--- src/rtl/gpio_ovr_pkg.sv ---
package gpio_ovr_pkg;
  localparam int unsigned PORT_W = 8;

  typedef enum logic [1:0] {
    RSEL_NONE = 2'd0,
    RSEL_PIN  = 2'd1,
    RSEL_LAT  = 2'd2,
    RSEL_DIR  = 2'd3
  } rsel_e;

  function automatic rsel_e pick_read(input logic pin, input logic lat, input logic dir);
    if (pin)      return RSEL_PIN;
    else if (lat) return RSEL_LAT;
    else if (dir) return RSEL_DIR;
    else          return RSEL_NONE;
  endfunction
endpackage

--- src/rtl/gpio_ovr_regs.sv ---
module gpio_ovr_regs #(
  parameter int unsigned W = 8
) (
  input  logic         clk,
  input  logic         rst_n,
  input  logic [W-1:0] wdata,
  input  logic         wr_lat,
  input  logic         wr_port,
  input  logic         wr_dir,
  output logic [W-1:0] lat_q,
  output logic [W-1:0] dir_q
);
  logic lat_we;
  assign lat_we = wr_lat | wr_port;

  always_ff @(posedge clk or negedge rst_n) begin
    if (!rst_n) begin
      lat_q <= '0;
      dir_q <= '1;
    end else begin
      if (lat_we) lat_q <= wdata;
      if (wr_dir) dir_q <= wdata;
    end
  end

  p_lat_write_r3: assert property (@(posedge clk) disable iff (!rst_n)
    (wr_lat || wr_port) |=> (lat_q == $past(wdata)));

  p_dir_write_r4: assert property (@(posedge clk) disable iff (!rst_n)
    wr_dir |=> (dir_q == $past(wdata)));

  // only a bus write may move the direction register, overrides never do
  p_dir_hold_r9: assert property (@(posedge clk) disable iff (!rst_n)
    !wr_dir |=> $stable(dir_q));
endmodule

--- src/rtl/gpio_ovr_sync.sv ---
module gpio_ovr_sync #(
  parameter int unsigned W      = 8,
  parameter int unsigned STAGES = 2
) (
  input  logic         clk,
  input  logic         rst_n,
  input  logic [W-1:0] d,
  output logic [W-1:0] q
);
  logic [W-1:0] stg [STAGES];

  for (genvar s = 0; s < STAGES; s++) begin : g_stage
    always_ff @(posedge clk or negedge rst_n) begin
      if (!rst_n) stg[s] <= '0;
      else if (s == 0) stg[s] <= d;
      else stg[s] <= stg[(s == 0) ? 0 : s-1];
    end
  end

  assign q = stg[STAGES-1];

  logic [1:0] age;
  always_ff @(posedge clk or negedge rst_n) begin
    if (!rst_n) age <= '0;
    else if (age != 2'd3) age <= age + 2'd1;
  end

  if (STAGES == 2) begin : g_lat_chk
    p_sync_delay_r5: assert property (@(posedge clk) disable iff (!rst_n)
      (age >= 2'd2) |-> (q == $past(d, 2)));
  end
endmodule

--- src/rtl/gpio_ovr_pinmux.sv ---
module gpio_ovr_pinmux #(
  parameter int unsigned   W        = 8,
  parameter logic [W-1:0]  OVR_MASK = {1'b0, {(W-1){1'b1}}}
) (
  input  logic         clk,
  input  logic         rst_n,
  input  logic [W-1:0] lat_q,
  input  logic [W-1:0] dir_q,
  input  logic [W-1:0] periph_en,
  input  logic [W-1:0] periph_osel,
  input  logic [W-1:0] periph_dout,
  output logic [W-1:0] pad_out,
  output logic [W-1:0] pad_oe
);
  for (genvar i = 0; i < W; i++) begin : g_pin
    logic take_data;
    assign take_data = periph_en[i] & periph_osel[i];
    assign pad_out[i] = take_data ? periph_dout[i] : lat_q[i];

    if (OVR_MASK[i]) begin : g_ovr
      assign pad_oe[i] = periph_en[i] ? periph_osel[i] : ~dir_q[i];

      p_force_out_r7: assert property (@(posedge clk) disable iff (!rst_n)
        (periph_en[i] && periph_osel[i]) |-> (pad_oe[i] && pad_out[i] == periph_dout[i]));
      p_force_in_r7: assert property (@(posedge clk) disable iff (!rst_n)
        (periph_en[i] && !periph_osel[i]) |-> !pad_oe[i]);
    end else begin : g_fixed
      assign pad_oe[i] = ~dir_q[i];

      p_no_ovr_r10: assert property (@(posedge clk) disable iff (!rst_n)
        periph_en[i] |-> (pad_oe[i] != dir_q[i]));
    end
  end
endmodule

--- src/rtl/gpio_ovr_port.sv ---
module gpio_ovr_port
  import gpio_ovr_pkg::*;
#(
  parameter int unsigned        W           = PORT_W,
  parameter logic [W-1:0]       OVR_MASK    = {1'b0, {(W-1){1'b1}}},
  parameter int unsigned        SYNC_STAGES = 2
) (
  input  logic         clk,
  input  logic         rst_n,
  input  logic [W-1:0] wdata,
  input  logic         wr_lat,
  input  logic         wr_port,
  input  logic         wr_dir,
  input  logic         rd_port,
  input  logic         rd_lat,
  input  logic         rd_dir,
  output logic [W-1:0] rdata,
  input  logic [W-1:0] periph_en,
  input  logic [W-1:0] periph_osel,
  input  logic [W-1:0] periph_dout,
  output logic [W-1:0] periph_din,
  input  logic [W-1:0] pad_in,
  output logic [W-1:0] pad_out,
  output logic [W-1:0] pad_oe
);
  logic [W-1:0] lat_q, dir_q, pin_s;
  rsel_e        rsel;

  gpio_ovr_regs #(.W(W)) u_regs (
    .clk(clk), .rst_n(rst_n), .wdata(wdata),
    .wr_lat(wr_lat), .wr_port(wr_port), .wr_dir(wr_dir),
    .lat_q(lat_q), .dir_q(dir_q)
  );

  gpio_ovr_sync #(.W(W), .STAGES(SYNC_STAGES)) u_sync (
    .clk(clk), .rst_n(rst_n), .d(pad_in), .q(pin_s)
  );

  gpio_ovr_pinmux #(.W(W), .OVR_MASK(OVR_MASK)) u_mux (
    .clk(clk), .rst_n(rst_n), .lat_q(lat_q), .dir_q(dir_q),
    .periph_en(periph_en), .periph_osel(periph_osel), .periph_dout(periph_dout),
    .pad_out(pad_out), .pad_oe(pad_oe)
  );

  assign periph_din = pin_s;
  assign rsel = pick_read(rd_port, rd_lat, rd_dir);

  always_comb begin
    unique case (rsel)
      RSEL_PIN: rdata = pin_s;
      RSEL_LAT: rdata = lat_q;
      RSEL_DIR: rdata = dir_q;
      default:  rdata = '0;
    endcase
  end

  p_idle_bus_r6: assert property (@(posedge clk) disable iff (!rst_n)
    (!rd_port && !rd_lat && !rd_dir) |-> (rdata == '0));

  p_pin_read_r5: assert property (@(posedge clk) disable iff (!rst_n)
    rd_port |-> (rdata == periph_din));
endmodule

--- config.mk ---
export PLATFORM = sky130hd
export DESIGN_NAME = gpio_ovr_port
export DESIGN_NICKNAME = d
export VERILOG_FILES = /design/src/rtl/gpio_ovr_pkg.sv /design/src/rtl/gpio_ovr_regs.sv /design/src/rtl/gpio_ovr_sync.sv /design/src/rtl/gpio_ovr_pinmux.sv /design/src/rtl/gpio_ovr_port.sv
export SDC_FILE = /design/constraint.sdc
export NUM_CORES = 1
export LEC_CHECK = 0
export ABC_AREA = 1
export ABC_CLOCK_PERIOD_IN_PS = 1800
export BUFFER_PORTS_ARGS = -buffer_cell sky130_fd_sc_hd__buf_4
export CAP_MARGIN = 0
export CELL_PAD_IN_SITES_DETAIL_PLACEMENT = 0
export CELL_PAD_IN_SITES_GLOBAL_PLACEMENT = 2
export CORE_UTILIZATION = 26
export DETAILED_ROUTE_END_ITERATION = 10
export GPL_TIMING_DRIVEN = 0
export PLACE_DENSITY_LB_ADDON = 0.1
export SYNTH_ARGS = -nofsm -noshare
export SYNTH_HDL_FRONTEND = slang
export SYNTH_HIERARCHICAL = 1
export SYNTH_SLANG_ARGS = --single-unit
--- constraint.sdc ---
create_clock -name clk -period 1.8 [get_ports clk]
set_input_delay 0.36 -clock clk [delete_from_list [all_inputs] [get_ports clk]]
set_output_delay 0.36 -clock clk [all_outputs]
set_load 0.005 [all_outputs]
== After elaboration in Yosys (flattened, before gate mapping) ==
Cells that the tools add are included.

* Bits in registers: 32
* Bits in latches: 0
* RAM bits: 0
* Memory bits (read-only): 0
* Input port bits: 48
* Output and inout port bits: 32
* Word-level logic and storage cells: 43
* Memories kept: 0

* $add $sub $neg: 0
* $mul: 0
* Divide/modulo/power cells: 0
* Magnitude comparators: 0
* Equal/unequal tests: 3
* Shift operators: 0
* Muxes and demuxes: 19
* Bitwise gates (word level): 17
* Reduce and logical (&&, ||, !) cells: 0

{| class="wikitable"
|+ Operators by type and width
! kind !! number
|-
| $pmux W8 S3 || 1
|-
| $mux W1 || 15
|-
| $and A1 B1 Y1 || 8
|-
| $not A1 Y1 || 8
|-
| $mux W2 || 3
|-
| $eq A2 B2 Y1 const B || 2
|-
| $eq A2 B1 Y1 const B || 1
|-
| $or A1 B1 Y1 || 1
|}

== Depth between registers and ports, before layout ==
Gate-level depths: netlist of run 1.

* Depth in word-level cells: 5
* Mapped depth: 4
* Gate-level depth less buffers: 4

== Hierarchy ==
The synthesis of run 1 kept the hierarchy.

{| class="wikitable"
|+ By module, submodules not included
! module !! times used !! cells each !! area each (um2) !! sequential area each (um2)
|-
| gpio_ovr_regs || 1 || 66 || 633.1 || 410.4
|-
| gpio_ovr_sync || 1 || 24 || 460.4 || 400.4
|-
| gpio_ovr_port || 1 || 37 || 231.5 || 0.0
|-
| gpio_ovr_pinmux || 1 || 40 || 168.9 || 0.0
|}

== Least setup slack after synthesis of run 1 ==
OpenSTA, ideal clock, no wires.

* Path kind: input port to output port
* Start point: input port rd_port
* End point: output port rdata[3]
* Arrival: 0.755 ns
* Required time: 1.440 ns
* Path slack: 0.685 ns
* Cell stages on the path: 4
* Buffers on the path: 1
* Path through: buf_6 nor2_8 nand2_1 nand3_1

* Word-level cells in the longest chain between the ends: 3
* Elaborated cells on any way between the ends: 5
* Classes of those cells: eq/ne: 3; mux: 2

{| class="wikitable"
|+ Ends and longest elaborated chain
! item !! line !! source
|-
| start, declared || gpio_ovr_port.sv:14 || <nowiki>input logic rd_port,</nowiki>
|-
| $mux W2 * || gpio_ovr_pkg.sv:12 || <nowiki>if (pin) return RSEL_PIN;</nowiki>
|-
| $eq A2 B2 Y1 / $eq A2 B1 Y1 (equally long branches) || gpio_ovr_port.sv:49 || <nowiki>unique case (rsel)</nowiki>
|-
| $pmux W8 S3 * || gpio_ovr_port.sv:49 ||
|-
| end, declared || gpio_ovr_port.sv:17 || <nowiki>output logic [W-1:0] rdata,</nowiki>
|}

Mark *: on every way between the ends. The rest lies on a longest branch, timed or not.

== Worst setup path in the final report of run 1 ==
* Start point: register u_regs.dir_q[3]
* End point: output port rdata[3]

* Word-level cells in the longest chain between the ends: 1

{| class="wikitable"
|+ Ends and longest elaborated chain
! item !! line !! source
|-
| start, declared || gpio_ovr_regs.sv:11 || <nowiki>output logic [W-1:0] dir_q</nowiki>
|-
| start signal, assigned || gpio_ovr_regs.sv:22 || <nowiki>if (wr_dir) dir_q <= wdata;</nowiki>
|-
| $pmux W8 S3 || gpio_ovr_port.sv:49 ||
|}

No other way between the ends.

==> results_dict.tcl, run 1 <==
set metrics [dict create \
    status "finished clean" \
    finalCritPeriodShare 0.828 \
    die_area_um2 6050 \
    netlist_area_um2 1490 \
    synth-edff-count 0 \
    synth_area_leader_cell "dfrtp_1" \
    viasPerCell 4.35 \
    layout.cells.non_filler 324 \
    initial_core_util 0.271 \
    hold_ws_ps 3.97 \
    synth.distinct_cells 15 \
    vias 1408 \
    drt_iter0_drc 91 \
    synthArstFlopShare 1.00 \
    cts_sinks 32 \
    synth.top_cells.by_count "nand2_1 (64), dfrtp_1 (24), o21ai_0 (23)" \
    clk_pin_slew_ps 70 \
    overflow 0 \
    areaGrowthSynthToFinish_pct 52.2 \
    worstMarginPinSlew_ps 394 \
    grt_use_total 0.145 \
    fin_worst_skew_ps 0.540 \
    leakage_nw 1.18 \
    drive_gt1_frac 0.456 \
    crit_arrival_ps 1130 \
    required_ps 1440 \
    finalSetupViolCount 0 \
    cts_tree "done" \
    grt_max_degree 33 \
    yosysWarnings 6 \
    ys_seq_area_frac 0.543 \
    final_max_slew_viol_count 0 \
    grt_pass1_vias 1337 \
    hold_class "input port to async pin" \
    fp-row-count 27 \
    antenna_found_initial 0 \
    wl_mm 4.03 \
    synth_top_cells_by_area "dfrtp_1 (40%), nand2_1 (16%), dfstp_2 (14%)" \
    min_period_ps 1490 \
    synth_nets 215 \
    synth_ff_type "dfrtp_1" \
    p_total_w 0.00184 \
    synth_seq_cells 32 \
    yosysTopAreaCellShare 0.402 \
    max_cap_violations 0 \
    cts.repair.resized 0 \
    dp_hpwl_mm 3.03 \
    drc 0 \
    critPathCaptureType "output pin" \
    io_pins 80 \
    core_area_um2 5510 \
    synth_most_common_cell "nand2_1" \
    fmax_ghz 0.671 \
    port_buffers 77 \
    cts.path.max_buffers 2 \
    grt_pass1_wl_mm 6.64 \
    rsz0062_at_grt "no" \
    power_density_nw_per_um2 807 \
    fin_area_um2 2270 \
    fin_nets 299 \
    post_cts_buffers 0 \
    die_x_um 77.8 \
    htree_num_levels 2 \
    criticalPathCategory "register to output pin" \
    antenna_cells 0 \
    crit_fanout 3 \
    hold_viol_final 0 \
    gp_congestion 0.703 \
    vdd_drop_max_mv 0.368 \
    postRouteAntennaNets 0 \
    dp_cells 316 \
    insertion_delay_ps 280 \
    drtPass1Iterations 4 \
    root_buffer "clkbuf_8" \
    avgSynthCellArea_um2 8.95 \
    maxSlewHeadroom 0.737 \
    cts-buffers-inserted 5 \
    ctsHoldBuffers 0 \
    dieHeight_um 77.8 \
    synthCells 167 \
    fin_setup_tns_ps 0 \
    wl_per_cell_um 12.4 \
    start_kind "register" \
    post_dp_cell_area_um2 2160 \
]
[per-layer routing]
layer | vias to the layer above | track usage | share of wire
li1 | 707 | - | -
met1 | 637 | 0.185 | 0.44
met2 | 60 | 0.240 | 0.48
met3 | 4 | 0.0412 | 0.075
met4 | 0 | 0.0396 | 0.0084
met5 | - | 0 | 0
[registers in the layout, summed over array words and instances (netlist names)]
name	flops
u_sync/q	8
u_regs/dir_q	8
u_regs/lat_q	8
u_sync/stg	8
[through the flow]
stage           util  setup slack (ps)
5_1_grt        0.413               235
3_5_place_dp   0.393               468
3_3_place_gp   0.393               447
2_1_floorplan      -               685
6_report       0.413               309
4_1_cts        0.413               297
[final timing paths]
check                      slack [ps]  cells past startpoint            start               to
max                               310                      3  u_regs/dir_q[3]         rdata[3]
max in group asynchronous        1470                      1            rst_n  u_regs/dir_q[0]
max reg2reg                       980                      2  u_regs/dir_q[4]  u_regs/dir_q[4]
min reg2reg                       350                      0   u_sync/stg[15]      u_sync/q[7]
min                                 4                      1            rst_n   u_sync/stg[11]
min in group clk                  180                      1        pad_in[0]    u_sync/stg[8]
[critical path: stages, from the launching register on]
cell	delay, ps
dfstp_2	550
nand4_1	90
nand3_1	100
buf_4	120
[power breakdown]
part           switching (W)  total, W  leakage [nW]  internal [W]
Sequential         0.0000302  0.000811         0.366      0.000781
Clock               0.000270  0.000679        0.0541      0.000409
Combinational       0.000153  0.000345         0.763      0.000192
Total               0.000453   0.00184          1.18       0.00138
[cell type report]
| type | count | area, µm² |
|---|---|---|
| tap | 72 | 90.1 |
| timing repair buffer | 77 | 578 |
| inverter | 11 | 43.8 |
| clock inverter | 3 | 42.5 |
| clock buffer | 5 | 68.8 |
| fill | 609 | 3230 |
| buffer | 11 | 87.6 |
| sequential | 32 | 811 |
| multi-input combinational | 113 | 552 |
[cells in the final DEF (no fill, tap or decap)]
| master | synthesis | layout |
|---|---|---|
| buf_4 | 8 | 85 |
| nand2_1 | 64 | 64 |
| dfrtp_1 | 24 | 24 |
| o21ai_0 | 23 | 23 |
| nand3_1 | 9 | 9 |
| inv_1 | 9 | 9 |
| nand4_1 | 8 | 8 |
| dfstp_2 | 8 | 8 |
| nand3_2 | 7 | 7 |
| clkbuf_8 | 0 | 5 |
| buf_6 | 2 | 2 |
| inv_2 | 1 | 1 |
| inv_4 | 1 | 1 |
| buf_2 | 1 | 1 |
| nor2_8 | 1 | 1 |
| clkinv_2 | 0 | 1 |
| clkinvlp_4 | 0 | 1 |
| bufinv_16 | 0 | 1 |
| nor2_4 | 1 | 1 |
[cells by family after synthesis]
| family | share of synthesized area |
|---|---|
| and+or+nand+nor | 0.292 |
| DFF | 0.543 |
| AOI/OAI and AO/OA | 0.0771 |
| buffers and inverters | 0.0879 |
Note: power is estimated with default switching activity, not from simulation.
==> run 2, diff against run 1 <==
ABC_AREA = 0   (was 1)
ABC_CLOCK_PERIOD_IN_PS = 1300   (was 1800)
CORE_UTILIZATION = 24   (was 26)
clock period = 1.3 ns   (was 1.8 ns; I/O delays follow)
==> results_dict.tcl, run 2 <==
set metrics [dict create \
    status "finished, violations left" \
    violations "negative setup slack" \
    max_cap_violations 0 \
    netlist_area_um2 1540 \
    worstMarginPinSlew_ps 405 \
    leakage_nw 1.21 \
    cts.path.max_buffers 2 \
    ff2ff_setup_slack_ps 260 \
    antenna_found_initial 0 \
    maxSlewHeadroom 0.730 \
    layout_commonest_cell "buf_4" \
    synth-edff-count 0 \
    avgSynthCellArea_um2 12.4 \
    cts-buffers-inserted 5 \
    areaGrowthSynthToFinish_pct 61.1 \
    synth_seq_cells 32 \
    grt_pass1_wl_mm 6.04 \
    die_x_um 82.0 \
    synth-xor-area-share 0 \
    htree_num_levels 2 \
    yosysWarnings 6 \
    synth_ff_type "dfrtp_1" \
    fillers 596 \
    drive_gt1_frac 0.670 \
    rsz0062_at_grt "yes" \
    r2r_start "u_regs/dir_q[4]" \
    hold_ws_ps 87.1 \
    dp_hpwl_mm 3.02 \
    required_ps 1040 \
    hold_path_depth 1 \
    yosysTopAreaCellShare 0.391 \
    io_pins 80 \
    viasPerCell 4.28 \
    final_max_slew_viol_count 0 \
    grt_max_degree 33 \
    dp_slack_ps 69.6 \
    synthArstFlopShare 1.00 \
    postRouteAntennaNets 0 \
    synth_nets 172 \
    min_period_ps 1460 \
    critPathCaptureType "output pin" \
    final_cell_mix "buf_4 (84), dfrtp_1 (24), mux2_2 (16), buf_6 (14)" \
    synth_compound_area_frac 0.0570 \
    synth_top_cells_by_area "dfrtp_1 (39%), dfstp_2 (14%), mux2_2 (12%)" \
    ys_seq_area_frac 0.527 \
    drtPass1Iterations 4 \
    drc 0 \
    criticalPathCategory "register to output pin" \
    crit_arrival_ps 1200 \
    cts_tree "done" \
    gp_congestion 0.685 \
    layout.cells.non_filler 296 \
    multiInputGateArea_um2 634 \
    start_kind "register" \
    synth-simple-area-share 0.100 \
    synth.distinct_cells 16 \
    hold_end "u_sync/stg[11]" \
    clk_pin_slew_ps 60 \
    cts_sinks 32 \
    antenna_cells 0 \
    finalCritPeriodShare 1.12 \
    grt_use_total 0.126 \
    fp-row-count 28 \
    fin_nets 268 \
    die_area_um2 6730 \
    synthCells 124 \
    vdd_drop_max_mv 0.720 \
    synth_mux_area_frac 0.238 \
    synth_top_family_by_area "multiplexers" \
    hold_class "input port to register" \
    initial_core_util 0.254 \
    synth.top_cells.by_count "dfrtp_1 (24), mux2_2 (17), a21oi_1 (14)" \
    power_density_nw_per_um2 1040 \
    dieHeight_um 82.0 \
    rr_worst_depth 4 \
    synth_area_leader_cell "dfrtp_1" \
    drt_iter0_drc 10 \
    hold_viol_final 0 \
    hold_start "pad_in[3]" \
    wl_per_cell_um 14.0 \
    fin_ws_ps -161 \
    root_buffer "clkbuf_8" \
    worst_r2r_endpoint "u_regs/dir_q[4]" \
    grt_pass1_vias 1218 \
    dp_cells 276 \
    fin_worst_skew_ps 0.243 \
    vias 1267 \
    fin_area_um2 2480 \
    post_dp_cell_area_um2 2210 \
    finalSetupViolCount 21 \
    wl_mm 4.14 \
    port_buffers 77 \
    fmax_ghz 0.684 \
    synthAdderAreaFrac 0 \
    overflow 0 \
    synth_most_common_cell "dfrtp_1" \
    crit_fanout 3 \
    insertion_delay_ps 270 \
    regArea_um2 811 \
    p_total_w 0.00258 \
    core_area_um2 6060 \
]
==> run 2: worst max-delay path, stage by stage, from the launching register on <==
cell and delay [ps]:
dfstp_2 550, nand3b_1 90, a21oi_2 160, buf_4 130
==> run 2: stage by stage <==
stage          utilization  setup TNS (ps)
6_report             0.409           -1450
5_1_grt              0.409           -2470
4_1_cts              0.399           -1790
3_5_place_dp         0.365               0
3_3_place_gp         0.365               0
2_1_floorplan            -               0
==> run 2: cell families (layout without fill, tap and decap cells) <==
kind of cell    count (synthesis)  in the layout
flops                          32             32
mux                            31             31
simple gates                   25             25
buf+inv                        20            117
compound gates                 16             16
==> run 2: routing by layer <==
layer / global-route usage / up-vias / routed length [µm]
li1: - / 602 / -
met4: 0.0579 / 0 / 52
met3: 0.0300 / 4 / 242
met2: 0.220 / 44 / 2130
met1: 0.145 / 617 / 1710
met5: 0 / - / 0
==> run 2: power breakdown <==
group	switching [W]	total, W	internal [W]
combinational	0.000216	0.000620	0.000404
clock	0.000349	0.000832	0.000483
sequential	0.0000433	0.00113	0.00109
total	0.000609	0.00258	0.00197
==> run 2: worst max path at each step <==
stage | end | cells after the start | slack (ps) | from
6_report | rdata[6] | 3 | -160 | u_regs/dir_q[6]
5_1_grt | rdata[6] | 3 | -210 | u_regs/dir_q[6]
4_1_cts | rdata[6] | 3 | -170 | u_regs/dir_q[6]
3_5_place_dp | rdata[2] | 5 | 70 | rd_port
3_3_place_gp | rdata[2] | 5 | 60 | rd_port
2_1_floorplan | rdata[7] | 2 | 310 | u_regs/dir_q[7]
==> run 2: final cells by class <==
cell class | instances | share of cell area
buffer | 11 | 0.0328
clock buffer | 8 | 0.0404
inverter | 8 | 0.0121
multi-input combinational | 72 | 0.256
sequential | 32 | 0.327
tap | 75 | 0.0379
timing repair buffer | 90 | 0.293
==> run 2: timing repair <==
item,4_1_cts,5_1_grt
pin swaps,1,1
resized for setup,16,4
endpoints found under the hold margin,24,0
endpoints found under the setup margin,18,23
setup buffers,6,6
hold buffers,1,0
